`src/rtl/lock_detect_pkg.sv`:
```
package lock_detect_pkg;

  typedef enum logic {
    ST_UNLOCKED = 1'b0,
    ST_LOCKED   = 1'b1
  } lock_state_t;

  // strobes from the control FSM to the counting datapath
  typedef struct packed {
    logic runsClear;  // zero both run counters
    logic wdogHold;   // hold watchdog at zero (not locked)
  } ctrl_strobe_t;

endpackage

```
`src/rtl/lock_detect_sync.sv`:
```
module lock_detect_sync #(
  parameter int STAGES = 2
) (
  input  logic refClk,
  input  logic rstN,
  input  logic fbToggle,
  input  logic fbPhaseErr,
  output logic fbEvent,
  output logic fbErr
);

  logic [STAGES:0]   tglPipe;
  logic [STAGES-1:0] errPipe;

  always_ff @(posedge refClk or negedge rstN) begin
    if (!rstN) begin
      tglPipe <= '0;
      errPipe <= '0;
    end else begin
      tglPipe <= {tglPipe[STAGES-1:0], fbToggle};
      errPipe <= {errPipe[STAGES-2:0], fbPhaseErr};
    end
  end

  // one synchronised level change marks one feedback cycle
  assign fbEvent = tglPipe[STAGES] ^ tglPipe[STAGES-1];
  assign fbErr   = errPipe[STAGES-1];

endmodule

```
`src/rtl/lock_detect_datapath.sv`:
```
module lock_detect_datapath
  import lock_detect_pkg::*;
#(
  parameter int DROP_COUNT = 4,
  parameter int GAIN_COUNT = 32,
  parameter int PRE_BITS   = 4,
  parameter int WDOG_BITS  = 6
) (
  input  logic         refClk,
  input  logic         rstN,
  input  logic         fbEvent,
  input  logic         fbErr,
  input  ctrl_strobe_t strobe,
  output logic         errRunHit,
  output logic         cleanRunHit,
  output logic         wdogExp
);

  localparam int ERR_W   = $clog2(DROP_COUNT + 1);
  localparam int CLEAN_W = $clog2(GAIN_COUNT + 1);
  localparam logic [ERR_W-1:0]   ERR_LAST   = ERR_W'(DROP_COUNT - 1);
  localparam logic [CLEAN_W-1:0] CLEAN_LAST = CLEAN_W'(GAIN_COUNT - 1);

  logic [ERR_W-1:0]     errRun;
  logic [CLEAN_W-1:0]   cleanRun;
  logic [PRE_BITS-1:0]  preCnt;
  logic [WDOG_BITS-1:0] wdogCnt;

  // run counters: each verdict restarts the opposite run
  always_ff @(posedge refClk or negedge rstN) begin
    if (!rstN) begin
      errRun   <= '0;
      cleanRun <= '0;
    end else if (strobe.runsClear) begin
      errRun   <= '0;
      cleanRun <= '0;
    end else if (fbEvent) begin
      if (fbErr) begin
        cleanRun <= '0;
        if (errRun != ERR_LAST) errRun <= errRun + 1'b1;
      end else begin
        errRun <= '0;
        if (cleanRun != CLEAN_LAST) cleanRun <= cleanRun + 1'b1;
      end
    end
  end

  assign errRunHit   = fbEvent &&  fbErr && (errRun == ERR_LAST);
  assign cleanRunHit = fbEvent && !fbErr && (cleanRun == CLEAN_LAST);

  // watchdog: prescaler feeding a count of prescaler wraps
  always_ff @(posedge refClk or negedge rstN) begin
    if (!rstN) begin
      preCnt  <= '0;
      wdogCnt <= '0;
    end else if (strobe.wdogHold || fbEvent) begin
      preCnt  <= '0;
      wdogCnt <= '0;
    end else begin
      preCnt <= preCnt + 1'b1;
      if (&preCnt) wdogCnt <= wdogCnt + 1'b1;
    end
  end

  assign wdogExp = !strobe.wdogHold && !fbEvent && (&preCnt) && (&wdogCnt);

endmodule

```
`src/rtl/lock_detect_ctrl.sv`:
```
module lock_detect_ctrl
  import lock_detect_pkg::*;
(
  input  logic         refClk,
  input  logic         rstN,
  input  logic         errRunHit,
  input  logic         cleanRunHit,
  input  logic         wdogExp,
  output ctrl_strobe_t strobe,
  output logic         lockOut
);

  lock_state_t state, stateNext;

  always_comb begin
    stateNext = state;
    case (state)
      ST_UNLOCKED: if (cleanRunHit)            stateNext = ST_LOCKED;
      ST_LOCKED:   if (errRunHit || wdogExp)   stateNext = ST_UNLOCKED;
      default:                                 stateNext = ST_UNLOCKED;
    endcase
  end

  always_ff @(posedge refClk or negedge rstN) begin
    if (!rstN) state <= ST_UNLOCKED;
    else       state <= stateNext;
  end

  always_comb begin
    strobe.wdogHold  = (state == ST_UNLOCKED);
    strobe.runsClear = (state == ST_LOCKED) && wdogExp;
  end

  assign lockOut = (state == ST_LOCKED);

endmodule

```
`src/rtl/lock_detect.sv`:
```
module lock_detect
  import lock_detect_pkg::*;
#(
  parameter int SYNC_STAGES = 2,
  parameter int DROP_COUNT  = 4,
  parameter int GAIN_COUNT  = 32,
  parameter int PRE_BITS    = 4,
  parameter int WDOG_BITS   = 6
) (
  input  logic refClk,
  input  logic rstN,
  input  logic fbToggle,
  input  logic fbPhaseErr,
  output logic lockOut
);

  logic         fbEvent;
  logic         fbErr;
  logic         errRunHit;
  logic         cleanRunHit;
  logic         wdogExp;
  ctrl_strobe_t strobe;

  lock_detect_sync #(.STAGES(SYNC_STAGES)) u_sync (
    .refClk     (refClk),
    .rstN       (rstN),
    .fbToggle   (fbToggle),
    .fbPhaseErr (fbPhaseErr),
    .fbEvent    (fbEvent),
    .fbErr      (fbErr)
  );

  lock_detect_datapath #(
    .DROP_COUNT (DROP_COUNT),
    .GAIN_COUNT (GAIN_COUNT),
    .PRE_BITS   (PRE_BITS),
    .WDOG_BITS  (WDOG_BITS)
  ) u_dp (
    .refClk      (refClk),
    .rstN        (rstN),
    .fbEvent     (fbEvent),
    .fbErr       (fbErr),
    .strobe      (strobe),
    .errRunHit   (errRunHit),
    .cleanRunHit (cleanRunHit),
    .wdogExp     (wdogExp)
  );

  lock_detect_ctrl u_ctrl (
    .refClk      (refClk),
    .rstN        (rstN),
    .errRunHit   (errRunHit),
    .cleanRunHit (cleanRunHit),
    .wdogExp     (wdogExp),
    .strobe      (strobe),
    .lockOut     (lockOut)
  );

endmodule

```
`config.mk`:
```
export PLATFORM = sky130hd
export DESIGN_NAME = lock_detect
export DESIGN_NICKNAME = d
export VERILOG_FILES = /design/src/rtl/lock_detect_pkg.sv /design/src/rtl/lock_detect_sync.sv /design/src/rtl/lock_detect_datapath.sv /design/src/rtl/lock_detect_ctrl.sv /design/src/rtl/lock_detect.sv
export SDC_FILE = /design/constraint.sdc
export NUM_CORES = 1
export LEC_CHECK = 0
export ABC_AREA = 1
export BUFFER_PORTS_ARGS = -buffer_cell sky130_fd_sc_hd__buf_2
export CAP_MARGIN = 30
export CORE_UTILIZATION = 60
export DETAILED_ROUTE_END_ITERATION = 16
export PLACE_DENSITY = 0.8
export SYNTH_ARGS = -nofsm -noshare
export SYNTH_HDL_FRONTEND = slang
export SYNTH_SLANG_ARGS = --single-unit
```
`constraint.sdc`:
```
create_clock -name refClk -period 2.55 [get_ports refClk]
set_clock_uncertainty 0.2 [all_clocks]
set_input_delay 0.255 -clock refClk [delete_from_list [all_inputs] [get_ports refClk]]
set_output_delay 0.255 -clock refClk [all_outputs]
set_load 0.005 [all_outputs]
```
Yosys cells after proc, flatten, opt, wreduce, memory -nomap -nowiden
Cells that the tools add are included.
Storage, ports and cells
  bits in registers: 25
  input bits: 4
  output and inout bits: 1
  word-level logic and storage cells: 51
Operators by class
  $add $sub $neg: 4
  eq/ne operators: 5
  multiplexer cells: 14
  bitwise logic cells: 2
  reduce and logical (&&, ||, !) cells: 19
Operators by type and width (count)
  two-way mux 6 bit: 6
  adder 6 x 1 -> 6 bit (second input constant): 2
  two-way mux 3 bit: 4
  logical AND 1 bit: 8
  equality test 6 x 5 -> 1 bit (second input constant): 1
  inequality test 3 x 2 -> 1 bit (second input constant): 2
  inequality test 6 x 5 -> 1 bit (second input constant): 1
  AND reduction 6 bit: 1
  adder 4 x 1 -> 4 bit (second input constant): 1
  two-way mux 4 bit: 1
  AND reduction 2 bit: 2
  AND reduction 4 bit: 1
  nonzero test 2 bit: 2
  adder 3 x 1 -> 3 bit (second input constant): 1
  equality test 3 x 2 -> 1 bit (second input constant): 1
  nonzero test 3 bit: 1
  logical NOT 1 bit: 2
  logical OR 1 bit: 2
  two-way mux 1 bit: 2
  case mux 1 bit (2 select lines): 1
  inverter 1 bit: 1
  XOR 1 bit: 1

Depth between registers and ports, before layout
Gate-level depths: netlist of run 1.
  depth in word-level cells: 8
  depth in mapped cells: 8
  gate-level depth less buffers: 8

By module
A second synthesis of run 1 with hierarchy kept.
Second synthesis, totals
  cell total of the unflattened synthesis: 143
  area total of the unflattened synthesis: 1241.2 um^2
By module, submodules not included
  lock_detect_datapath: times used 1, cells an instance 125, area an instance 1043.5 um^2, sequential area each 475.5 um^2
  lock_detect_sync: times used 1, cells an instance 10, area an instance 143.9 um^2, sequential area each 125.1 um^2
  lock_detect_ctrl: times used 1, cells an instance 8, area an instance 53.8 um^2, sequential area each 25.0 um^2

Worst setup path after synthesis of run 1
Ideal clock, no wire load.
  path kind: reg2reg
  from: register u_dp.errRun[0]
  to: register u_dp.errRun[0]
  setup time: 122 ps
  arrival time: 1191 ps
  path slack: 1037 ps
  cell stages (with the launch flop): 9
  buffers on the path: 0
  path through: dfrtp_1 -> ha_1 -> ha_1 -> nand2_1 -> inv_1 -> nor2_1 -> inv_1 -> nand2_1 -> a21oi_1
On the way
  cells in the longest elaborated chain, start to end: 5
RTL lines
  from (decl): line lock_detect_datapath.sv:24  | logic [ERR_W-1:0] errRun;
  from (signal assigned): line lock_detect_datapath.sv:40  | if (errRun != ERR_LAST) errRun <= errRun + 1'b1;
  adder 3 x 1 -> 3 bit: line lock_detect_datapath.sv:40
  two-way mux 3 bit: line lock_detect_datapath.sv:40
  two-way mux 3 bit: line lock_detect_datapath.sv:38  | if (fbErr) begin
  two-way mux 3 bit: line lock_detect_datapath.sv:37  | end else if (fbEvent) begin
  two-way mux 3 bit: line lock_detect_datapath.sv:34  | end else if (strobe.runsClear) begin
Several ways; a longest one is shown, not always the timed one. The select of a mux whose other input is x is not followed.
A chain may end at the register's enable or synchronous reset.

Worst setup path in the final report of run 1
  from: register u_dp.errRun[0]
  to: register u_dp.errRun[2]
Same word-level chain as after synthesis.

==> run summary, run 1 <==
## Critical path
* 1.74 ns — Arr. time, crit path
* 2.58 ns — data required time of the critical path
* 0.84 ns — register-to-register setup slack
* flop to flop — worst setup path class
* flop — startpoint class of the critical path
* u_dp.errRun[0] — origin of the critical flop-to-flop path
* 0.43 ns — Crit path largest cell delay
* u_dp.errRun[0] — launch point of the critical path
* ha_1, ha_1, nand2_1, inv_1, nor2_1, inv_1, nand2_1, a21oi_1 — cell-by-cell listing of the critical path
* u_dp.errRun[2] — CP endpoint
* flop — type of element capturing the critical path
* 8 — cells on worst reg2reg path
* 4 — largest driver fanout on the critical path
* dfrtp_1 — Worst path slowest cell
* u_dp.errRun[2] — Reg2Reg Capture Point

## STA
* 0.561 ns — measured slew at the worst slew-check pin
* 585 MHz — fmax
* 0 ns — total negative setup slack
* 0 — number of failing hold endpoints at the final stage
* no — RSZ-0062 raised after global routing
* 0 — final-report setup violation count
* 1.71 ns — final critical-path required period
* 0.670 — period utilization
* 0.626 — relative max-transition margin
* 0 — Final Max Slew Viols
* 0.169 ns — worst hold slack

## GRT
* 0 — initial antenna violation count
* 974 — via count of the first global-routing pass
* 0 — final global-route overflow total
* 4.05 mm — wire length of the first global-routing pass
* 26 — pin count of the biggest net entering global routing
* 0.225 — gr usage total

## Detailed routing
* 12.0 um — routed length per placed instance
* 5.39 — routed via count divided by cell count
* 0 — antenna violation net count after detailed routing
* 4 — first drt pass iteration count
* 21 — initial detailed-routing violation count
* 2.27 mm — total wire length
* 0 — number of DRC violations after detailed routing
* 1,024 — count of vias placed by the detailed router

## Clocking
* 0 — post-CTS setup buffers
* 2 — maximum buffer depth of the clock tree
* 3 — number of buffers inserted for hold repair after clock tree synthesis
* 25 — CTS Sinks
* 3 — number of buffers created by CTS
* 1 — number of levels the H-tree was split into
* 0.33 ns — Clk Latency, worst-skew pair
* clkbuf_4 — master cell of the clock root buffer
* 0.15 ns — Clk pin slew, worst setup/hold paths
* 0 — quantity of gates resized following cts
* done — TritonCTS clock tree

## Yosys
* nand2_1 (29), dfrtp_1 (25), nand3_1 (19) — top post-synthesis cells by count
* 8.55 sq um — Syn Area/Cell
* 162 — number of nets in the synthesized netlist
* 25 — number of synthesized register bits
* dfrtp_1 (48%), nand2_1 (8.3%), nand3_1 (7.3%) — ranking of synthesized cells by area
* 0 — number of warnings printed during yosys synthesis
* nand2_1 — most frequent cell after synthesis
* 0 — Post-synth EDFFs
* dfrtp_1 — biggest area consumer among synthesized cells
* 153 — post-synthesis cell count
* dfrtp_1 — flip-flop cell with the highest count after synthesis
* 1310 sq um — Post-Syn Area
* 0.478 — area share of the leading cell type in the synthesized netlist
* 25 — number of distinct standard cells referenced by the synthesized netlist
* 1.00 — Async S/R FF share, synth
* 0.478 — part of the Yosys area used for sequential elements

## Power
* 0.266 — Clk network pwr share
* 0.274 — switching share of power
* 0.522 mV — Max IR drop VDD
* 0.703 nW — Pleak
* 0.709 mW — Overall Power
* 0.515 mW — cell-internal power
* 0.621 — Reg power frac
* 500 nW/um^2 — areal power density over the cells
* 0.113 — power share of the combinational group
* 0.194 mW — switching component of the power

## Placement
* 1.65 mm — Detailed Place HPWL
* 1360 sq um — instance area after placement
* 4 — PortBufs
* 0.825 — global placer's final weighted congestion

## Die
* 48.7 um — die outline width
* 0.653 — starting density of the core
* 2000 sq um — core area
* 5 — boundary pin count
* 16 — count of standard-cell rows
* 48.7 um — overall die height
* 2370 sq um — die area

## Layout
* 1420 sq um — area of all placed cells without fillers
* 173 — layout net count
* 0.708 — final core utilization
* 0 — Antenna Cells
* 8.42% — synth-to-layout area growth
* 0.172 — share of final-layout standard cells stronger than drive strength 1

## Min path
* flop to flop — min-delay worst type
* u_sync.tglPipe[0] — HP Start

## Status
* complete, no violations — result of the run

## Run
* 0 — Max Cap Viol

-- critical path: cells and delay by family, from the launching register on --
kind | cells | cell delay (ns)
buffers and inverters | 2 | 0.15
adders and majority gates | 2 | 0.39
AOI/OAI and AO/OA | 1 | 0.08
and+or+nand+nor | 3 | 0.38
DFF | 1 | 0.43
-- power by group through the flow --
stage	sequential (mW)	clock, mW	combinational (mW)
after floorplan	0.441	0	0.0582
after global placement	0.446	0	0.0724
after detailed placement	0.447	0	0.0770
after CTS	0.440	0.193	0.0805
after global routing	0.445	0.206	0.0918
final	0.440	0.189	0.0800
-- kinds of logic after synthesis --
logic type / after synthesis / share of synthesized area
and+or+nand+nor: 86 / 0.342
DFF: 25 / 0.478
buffers and inverters: 21 / 0.0632
AOI/OAI and AO/OA: 16 / 0.0689
adders and majority gates: 5 / 0.0478
-- per-layer routing --
layer	global-route usage	wire length, um	part of all wire	vias up
met2	0.382	1100	0.48	22
li1	-	-	-	521
met3	0.0346	74	0.033	4
met1	0.279	1060	0.47	477
met4	0.108	38	0.017	0
met5	0	0	0	-
-- flip-flops by register name, summed over array words and instances, names as in the netlist --
| register | flops |
|---|---|
| u_dp.errRun | 3 |
| u_dp.preCnt | 4 |
| u_dp.wdogCnt | 6 |
| u_sync.tglPipe | 3 |
| u_ctrl.lockOut | 1 |
| u_sync.errPipe | 2 |
| u_dp.cleanRun | 6 |
-- metrics by stage --
step | setup WS (ns) | instances
2_1_floorplan | 1.04 | 153
3_3_place_gp | 0.955 | 183
3_5_place_dp | 0.870 | 183
4_1_cts | 0.849 | 190
5_1_grt | 0.680 | 190
6_report | 0.841 | 190
-- cells in the final DEF (no fill, tap or decap) --
cell           Yosys  layout
nor3_1             4       4
nand3_1           19      19
clkinv_2           2       2
nand3_4            1       1
nor2_4             1       1
dfrtp_1           25      25
nand4_1            1       1
nand2_1           29      29
o21ai_2            1       1
nand3_2            1       1
nand2_4            3       3
nor2_8             1       1
o21bai_1           1       1
nand2_2            2       2
inv_2              4       4
o2bb2ai_1          1       1
dlygate4sd3_1      0       3
clkbuf_4           0       3
nor2_2             3       3
nor2_1            18      18
inv_1             14      14
buf_2              1       4
nor3_2             1       1
inv_6              0       1
o21ai_0            5       5
a21oi_1            8       8
nand3b_1           2       2
ha_1               5       5
-- final cells by class --
| type | count | area [sq um] |
|---|---|---|
| Timing Repair Buffer | 7 | 50.0 |
| Tap cell | 27 | 33.8 |
| Clock buffer | 3 | 22.5 |
| Inverter | 20 | 77.6 |
| Fill cell | 164 | 584 |
| Sequential cell | 25 | 626 |
| Clock inverter | 1 | 8.76 |
| Multi-Input combinational cell | 107 | 599 |
-- how the worst min path moves through the flow --
stage	end	slack, ns	depth (start not counted)
floorplan	u_ctrl.lockOut	-0.24	0
global placement	u_dp.preCnt[2]	0.06	1
detailed placement	u_dp.preCnt[3]	0.07	1
CTS	u_sync.tglPipe[1]	0.17	0
global route	u_sync.tglPipe[1]	0.18	0
finish	u_sync.tglPipe[1]	0.17	0
Note: power is estimated with default switching activity, not from simulation.
==> inputs of run 2 (changes only) <==
--- a/config.mk
+++ b/config.mk
@@ -8,9 +8,9 @@
 export ABC_AREA = 1
 export BUFFER_PORTS_ARGS = -buffer_cell sky130_fd_sc_hd__buf_2
 export CAP_MARGIN = 30
-export CORE_UTILIZATION = 60
+export CORE_UTILIZATION = 54
 export DETAILED_ROUTE_END_ITERATION = 16
-export PLACE_DENSITY = 0.8
+export PLACE_DENSITY = 0.76
 export SYNTH_ARGS = -nofsm -noshare
 export SYNTH_HDL_FRONTEND = slang
 export SYNTH_SLANG_ARGS = --single-unit
==> constraint.sdc (replaced) <==
create_clock -name refClk -period 1.4 [get_ports refClk]
set_clock_uncertainty 0.2 [all_clocks]
set_input_delay 0.14 -clock refClk [delete_from_list [all_inputs] [get_ports refClk]]
set_output_delay 0.14 -clock refClk [all_outputs]
set_load 0.005 [all_outputs]
==> run 2 against run 1 <==
  * The run now ends with negative setup slack left
  * Critical endpoint is now u_dp.errRun[1]
  * Largest cell class is now multi-input combinational cells
  * Die area is 11% higher
  * Critical path depth is 1 lower
  * Sequential share of layout area is 8.9 points lower
  * Cell area is 25% higher
==> run summary, run 2 (synthesized netlist as in run 1, its figures left out) <==
## STA
* 0.558 ns — measured slew at the worst slew-check pin, -0.00333 ns
* -1.68 ns — total negative setup slack, -1.68 ns
* 0 — Final Max Slew Viols, unchanged
* 645 MHz — fmax, +10%
* 1.11 — period utilization, +0.437
* 0 — number of failing hold endpoints at the final stage, unchanged
* yes — RSZ-0062 raised after global routing
* -0.151 ns — post-route setup slack, -0.992 ns
* 1.55 ns — final critical-path required period, -0.158 ns
* 0.628 — relative max-transition margin, +0.00222
* 15 — final-report setup violation count, +15

## Clocking
* 3 — number of buffers created by CTS, unchanged
* done — TritonCTS clock tree
* 0.32 ns — Clk Latency, worst-skew pair, about the same
* clkbuf_4 — master cell of the clock root buffer
* 1 — number of levels the H-tree was split into, unchanged
* 2 — maximum buffer depth of the clock tree, unchanged
* 0.14 ns — Clk pin slew, worst setup/hold paths, about the same
* 25 — CTS Sinks, unchanged

## Power
* 0.379 mW — switching component of the power, +96%
* 0.238 — Clk network pwr share, -0.028
* 0.593 mV — Max IR drop VDD, +14%
* 0.278 — switching share of power, +0.00441
* 0.584 — Reg power frac, -0.037
* 0.178 — power share of the combinational group, +0.065
* 0.985 mW — cell-internal power, +91%
* 769 nW/um^2 — areal power density over the cells, +54%
* 0.847 nW — Pleak, +21%
* 1.36 mW — Overall Power, +93%

## Placement
* 4 — PortBufs, unchanged
* 0.832 — global placer's final weighted congestion, +0.90%
* 1.75 mm — Detailed Place HPWL, +6.1%

## Die
* 51.2 um — overall die height, +5.2%
* 51.2 um — die outline width, +5.2%
* 5 — boundary pin count, unchanged
* 2620 sq um — die area, +11%
* 2250 sq um — core area, +13%
* 17 — count of standard-cell rows, +1
* 0.580 — starting density of the core, -0.0732

## Min path
* input port to async pin — min-delay worst type

## Layout
* 142 — FILL cells, -13%
* 0 — Antenna Cells, unchanged
* u_dp.cleanRun: 6 flops, u_dp.wdogCnt: 6 flops, u_dp.preCnt: 4 flops — Regs by FF count
* nand2_1 (25), dfrtp_1 (25), buf_4 (24) — most used cells in the layout excluding fill and tap cells
* 197 — layout net count, +14%
* 0.787 — final core utilization, +0.0788
* 35.7% — synth-to-layout area growth
* 0.412 — share of final-layout standard cells stronger than drive strength 1, +0.240

## Critical path
* flop — startpoint class of the critical path
* flop — type of element capturing the critical path
* u_dp.wdogCnt[1] — origin of the critical flop-to-flop path
* u_dp.wdogCnt[1] — launch point of the critical path
* flop to flop — worst setup path class
* 3 — largest driver fanout on the critical path, -1
* -0.15 ns — register-to-register setup slack, -0.99 ns
* 1.42 ns — data required time of the critical path, -1.16 ns
* u_dp.errRun[1] — Reg2Reg Capture Point
* 1.57 ns — Arr. time, crit path, -0.17 ns
* 7 — cells on worst reg2reg path, -1

## Status
* negative setup slack — violated checks
* finished with violations — result of the run

## Detailed routing
* 1,166 — count of vias placed by the detailed router, +14%
* 4 — first drt pass iteration count, unchanged
* 43 — initial detailed-routing violation count, +100%
* 14.3 um — routed length per placed instance, +20%
* 5.42 — routed via count divided by cell count, +0.63%
* 0 — number of DRC violations after detailed routing, unchanged
* 3.08 mm — total wire length, +35%
* 0 — antenna violation net count after detailed routing, unchanged

## GRT
* 0 — final global-route overflow total, unchanged
* 26 — pin count of the biggest net entering global routing, unchanged
* 1,132 — via count of the first global-routing pass, +16%
* 0 — initial antenna violation count, unchanged
* 4.63 mm — wire length of the first global-routing pass, +14%
* 0.243 — gr usage total, +0.0182

## Run
* 0 — Max Cap Viol, unchanged

run 2: layout make-up:
| cell class | instances | area [sq um] | share of cell area |
|---|---|---|---|
| multi-input cells | 107 | 769 | 0.434 |
| clock buffers | 4 | 26.3 | 0.0148 |
| well taps | 28 | 35.0 | 0.0197 |
| flip-flops and latches | 25 | 626 | 0.353 |
| repair buffers | 31 | 230 | 0.130 |
| inverters | 20 | 87.6 | 0.0494 |
run 2: routing by layer:
layer  vias up  wire [um]  GRT usage
met5         -          0          0
met4         0         45      0.102
met3         6        108     0.0268
met2        31       1650      0.425
met1       568       1270      0.303
li1        561          -          -
run 2: how the worst max path moves through the flow:
stage	to	slack (ns)	cells past startpoint
final	u_dp.errRun[1]	-0.15	7
after detailed placement	u_dp.errRun[0]	-0.13	8
after floorplan	u_dp.cleanRun[1]	-0.07	8
after global routing	u_dp.cleanRun[4]	-0.18	8
after CTS	u_dp.cleanRun[5]	-0.12	8
after global placement	u_dp.cleanRun[5]	-0.08	8
run 2: through the flow:
stage | setup WS [ns] | hold slack (ns) | cell area [sq um] | cells
2_1_floorplan | -0.0652 | -0.356 | 1320 | 153
3_3_place_gp | -0.0780 | -0.0494 | 1480 | 199
3_5_place_dp | -0.133 | -0.0378 | 1480 | 199
4_1_cts | -0.117 | 0.141 | 1620 | 209
5_1_grt | -0.184 | 0.178 | 1770 | 215
6_report | -0.151 | 0.137 | 1770 | 215
run 2: timing repair:
action / 4_1_cts / 5_1_grt
hold buffers: 3 / 0
hold endpoints to repair: 27 / 0
resized for setup: 13 / 26
setup buffers: 3 / 7
pin swaps: 8 / 19
endpoints found under the setup margin: 15 / 19
run 2: power by group through the flow:
| stage | combinational [mW] | clock (mW) | sequential [mW] |
|---|---|---|---|
| 2_1_floorplan | 0.111 | 0 | 0.804 |
| 5_1_grt | 0.276 | 0.355 | 0.802 |
| 6_report | 0.243 | 0.325 | 0.797 |
| 4_1_cts | 0.215 | 0.333 | 0.796 |
| 3_3_place_gp | 0.178 | 0 | 0.801 |
| 3_5_place_dp | 0.190 | 0 | 0.805 |
run 2: worst max-delay path, stage by stage, from the launching register on:
cell and delay, ns:
dfrtp_1 0.40, ha_2 0.20, nand2_2 0.06, nor2_4 0.14, nand3_4 0.12, nor2_4 0.15
buf_4 0.15, a21oi_2 0.04
==> inputs of run 3 (changes only) <==
--- a/config.mk
+++ b/config.mk
@@ -5,12 +5,11 @@
 export SDC_FILE = /design/constraint.sdc
 export NUM_CORES = 1
 export LEC_CHECK = 0
-export ABC_AREA = 1
 export BUFFER_PORTS_ARGS = -buffer_cell sky130_fd_sc_hd__buf_2
 export CAP_MARGIN = 30
-export CORE_UTILIZATION = 54
+export CORE_UTILIZATION = 53
 export DETAILED_ROUTE_END_ITERATION = 16
-export PLACE_DENSITY = 0.76
+export PLACE_DENSITY = 0.75
 export SYNTH_ARGS = -nofsm -noshare
 export SYNTH_HDL_FRONTEND = slang
 export SYNTH_SLANG_ARGS = --single-unit
==> run 3 against run 2 <==
  * Maximum frequency decreased by 12%
  * Largest power group unchanged
  * Critical path type unchanged
  * Area after synthesis decreased by 8.3%
  * Clock power increased by 13%
  * Total power increased by 21%
  * Critical path depth decreased by 3
  * Global-route usage increased by 2.2 points
  * The flow still finishes with violations (negative setup slack)
  * Hold slack got worse by 0.037 ns
  * Via count decreased by 0.51%
  * Critical endpoint is now u_dp.cleanRun[4]
  * Die area decreased by 6.3%
==> run summary, run 3 <==
## Yosys
* 118 — number of nets in the synthesized netlist, -27%
* dfrtp_1 — most frequent cell after synthesis
* dfrtp_1 — flip-flop cell with the highest count after synthesis
* 0 — number of warnings printed during yosys synthesis, unchanged
* 0 — Post-synth EDFFs, unchanged
* 25 — number of synthesized register bits, unchanged
* dfrtp_1 (52%), ha_1 (5.2%), nor2_1 (3.8%) — ranking of synthesized cells by area
* 1.00 — Async S/R FF share, synth, unchanged
* 0.522 — area share of the leading cell type in the synthesized netlist, +0.0435
* 11.0 sq um — Syn Area/Cell, +29%
* dfrtp_1 — biggest area consumer among synthesized cells
* 33 — number of distinct standard cells referenced by the synthesized netlist, +32%
* 109 — post-synthesis cell count, -29%
* dfrtp_1 (25), nor2_1 (12), nand2_1 (9) — top post-synthesis cells by count
* 0.522 — part of the Yosys area used for sequential elements, +0.0435
* 1200 sq um — Post-Syn Area, -8.3%

## STA
* 0 — Final Max Slew Viols, unchanged
* 20 — final-report setup violation count, +5
* 0.570 ns — measured slew at the worst slew-check pin, +0.0125 ns
* 0 — number of failing hold endpoints at the final stage, unchanged
* 1.76 ns — final critical-path required period, +0.210 ns
* -0.361 ns — post-route setup slack, -0.210 ns
* yes — RSZ-0062 raised after global routing
* 0.620 — relative max-transition margin, -0.00837
* 568 MHz — fmax, -12%
* 1.26 — period utilization, +0.150

## Critical path
* u_dp.cleanRun[4] — Reg2Reg Capture Point
* flop — type of element capturing the critical path
* -0.36 ns — register-to-register setup slack, -0.21 ns
* xnor2_2, nand2_4, or4_4, a31o_1 — cell-by-cell listing of the critical path
* 0.46 ns — Crit path largest cell delay, +0.06 ns
* 4 — cells on worst reg2reg path, -3
* dfrtp_1 — Worst path slowest cell
* 3 — largest driver fanout on the critical path, unchanged
* flop — startpoint class of the critical path
* flop to flop — worst setup path class
* 1.45 ns — data required time of the critical path, +0.03 ns
* 1.81 ns — Arr. time, crit path, +0.24 ns
* u_sync.tglPipe[2] — origin of the critical flop-to-flop path

## Layout
* buf_4 — leading cell type in the layout, fill and taps excluded
* 0.894 — final core utilization, +0.107
* 81 — FILL cells, -43%
* u_dp.cleanRun: 6 flops, u_dp.wdogCnt: 6 flops, u_dp.preCnt: 4 flops — Regs by FF count
* 0 — Antenna Cells, unchanged
* 166 — layout net count, -16%
* 1830 sq um — area of all placed cells without fillers, +2.9%
* 0.500 — share of final-layout standard cells stronger than drive strength 1, +0.0882
* 52.3% — synth-to-layout area growth
* buf_4 (31), dfrtp_1 (25), nor2_1 (9) — most used cells in the layout excluding fill and tap cells

## Placement
* 1490 sq um — instance area after placement, +0.59%
* 1.71 mm — Detailed Place HPWL, -2.6%
* 4 — PortBufs, unchanged
* 0.849 — global placer's final weighted congestion, +2.0%

## Detailed routing
* 67 — initial detailed-routing violation count, +56%
* 0 — antenna violation net count after detailed routing, unchanged
* 1,160 — count of vias placed by the detailed router, -0.51%
* 21.3 um — routed length per placed instance, +49%
* 4 — first drt pass iteration count, unchanged
* 6.34 — routed via count divided by cell count, +17%
* 3.90 mm — total wire length, +27%
* 0 — number of DRC violations after detailed routing, unchanged

## Clocking
* 25 — CTS Sinks, unchanged
* 3 — number of buffers created by CTS, unchanged
* 0.15 ns — Clk pin slew, worst setup/hold paths, about the same
* 2 — maximum buffer depth of the clock tree, unchanged
* 1 — number of levels the H-tree was split into, unchanged
* done — TritonCTS clock tree
* clkbuf_4 — master cell of the clock root buffer
* 0.35 ns — Clk Latency, worst-skew pair, +0.03 ns

## Die
* 49.6 um — overall die height, -3.2%
* 2040 sq um — core area, -9.4%
* 0.587 — starting density of the core, +0.00710
* 2460 sq um — die area, -6.3%
* 5 — boundary pin count, unchanged
* 16 — count of standard-cell rows, -1
* 49.6 um — die outline width, -3.2%

## GRT
* 1,011 — via count of the first global-routing pass, -11%
* 4.70 mm — wire length of the first global-routing pass, +1.5%
* 0 — initial antenna violation count, unchanged
* 0 — final global-route overflow total, unchanged
* 0.265 — gr usage total, +0.0222
* 26 — pin count of the biggest net entering global routing, unchanged

## Power
* 0.804 nW — Pleak, -5.1%
* 0.966 mV — Max IR drop VDD, +63%
* 1.66 mW — Overall Power, +21%
* 907 nW/um^2 — areal power density over the cells, +18%

## Run
* 0 — Max Cap Viol, unchanged

## Min path
* input port to async pin — min-delay worst type

## Status
* finished with violations — result of the run
* negative setup slack — violated checks

==> run 3: cell count changes in the layout (fill, tap and decap cells not counted), moves of 4 or more <==
cell / previous run / this run
buf_4: 24 / 31
nand3_1: 14 / 5
nand3_2: 4 / 0
inv_4: 5 / 0
inv_1: 12 / 2
nand2_1: 25 / 8
buf_6: 0 / 5
nor2_1: 17 / 9
==> run 3: worst max-delay path: cells and delay by family (launching register included) <==
| family | cells | cell delay, ns |
|---|---|---|
| flip-flops | 1 | 0.46 |
| AND/OR/NAND/NOR | 2 | 0.52 |
| AO/OA/AOI/OAI | 1 | 0.19 |
| XOR/XNOR | 1 | 0.30 |
==> run 3: stage by stage <==
step / std cells / hold WS [ns] / setup TNS [ns] / setup slack [ns]
5_1_grt: 183 / 0.149 / -5.34 / -0.413
6_report: 183 / 0.100 / -4.24 / -0.361
4_1_cts: 179 / 0.110 / -2.91 / -0.322
2_1_floorplan: 109 / -0.356 / -1.87 / -0.324
3_5_place_dp: 167 / -0.0441 / -3.71 / -0.401
3_3_place_gp: 167 / -0.0465 / -3.26 / -0.357
==> run 3: cells by family after synthesis <==
group / share of synthesized area
and+or+nand+nor: 0.205
DFF: 0.522
AOI/OAI and AO/OA: 0.121
xor gates and xnor gates: 0.0647
adders and majority gates: 0.0522
buffers and inverters: 0.0271
muxes: 0.00835
==> run 3: metal layers <==
| layer | track usage | vias to the layer above | part of all wire |
|---|---|---|---|
| li1 | - | 483 | - |
| met1 | 0.314 | 584 | 0.36 |
| met2 | 0.450 | 75 | 0.52 |
| met3 | 0.0710 | 18 | 0.079 |
| met4 | 0.114 | 0 | 0.044 |
| met5 | 0 | - | 0 |
==> run 3: power breakdown <==
| group | switching (mW) | internal, mW | total, mW |
|---|---|---|---|
| clock network | 0.249 | 0.117 | 0.366 |
| registers | 0.0355 | 0.771 | 0.806 |
| logic | 0.231 | 0.253 | 0.484 |
| total | 0.516 | 1.14 | 1.66 |
==> run 3: timing repair <==
action / CTS / global route
pin swaps: 12 / 16
buffers inserted: 6 / 4
gates cloned: 0 / 1
resized for setup: 23 / 21
setup endpoints to repair: 17 / 20
hold endpoints to repair: 27 / 0
hold buffers: 3 / 0
==> run 3: worst max-delay path by stage <==
stage | cells after the start | to | from | slack (ns)
finish | 4 | u_dp.cleanRun[4] | u_sync.tglPipe[2] | -0.36
global route | 6 | u_dp.cleanRun[1] | u_sync.tglPipe[1] | -0.41
CTS | 4 | u_dp.cleanRun[2] | u_dp.preCnt[1] | -0.32
detailed placement | 6 | u_dp.cleanRun[1] | u_dp.cleanRun[0] | -0.40
global placement | 6 | u_dp.cleanRun[1] | u_dp.cleanRun[0] | -0.36
floorplan | 4 | u_dp.cleanRun[4] | u_sync.tglPipe[2] | -0.32
==> run 3: cell type report <==
cell class | count | area [sq um] | area share
clock inverters | 1 | 8.76 | 0.00480
well taps | 27 | 33.8 | 0.0185
flip-flops and latches | 25 | 626 | 0.343
repair buffers | 45 | 379 | 0.208
multi-input cells | 80 | 748 | 0.410
inverters | 2 | 7.51 | 0.00411
clock buffers | 3 | 22.5 | 0.0123
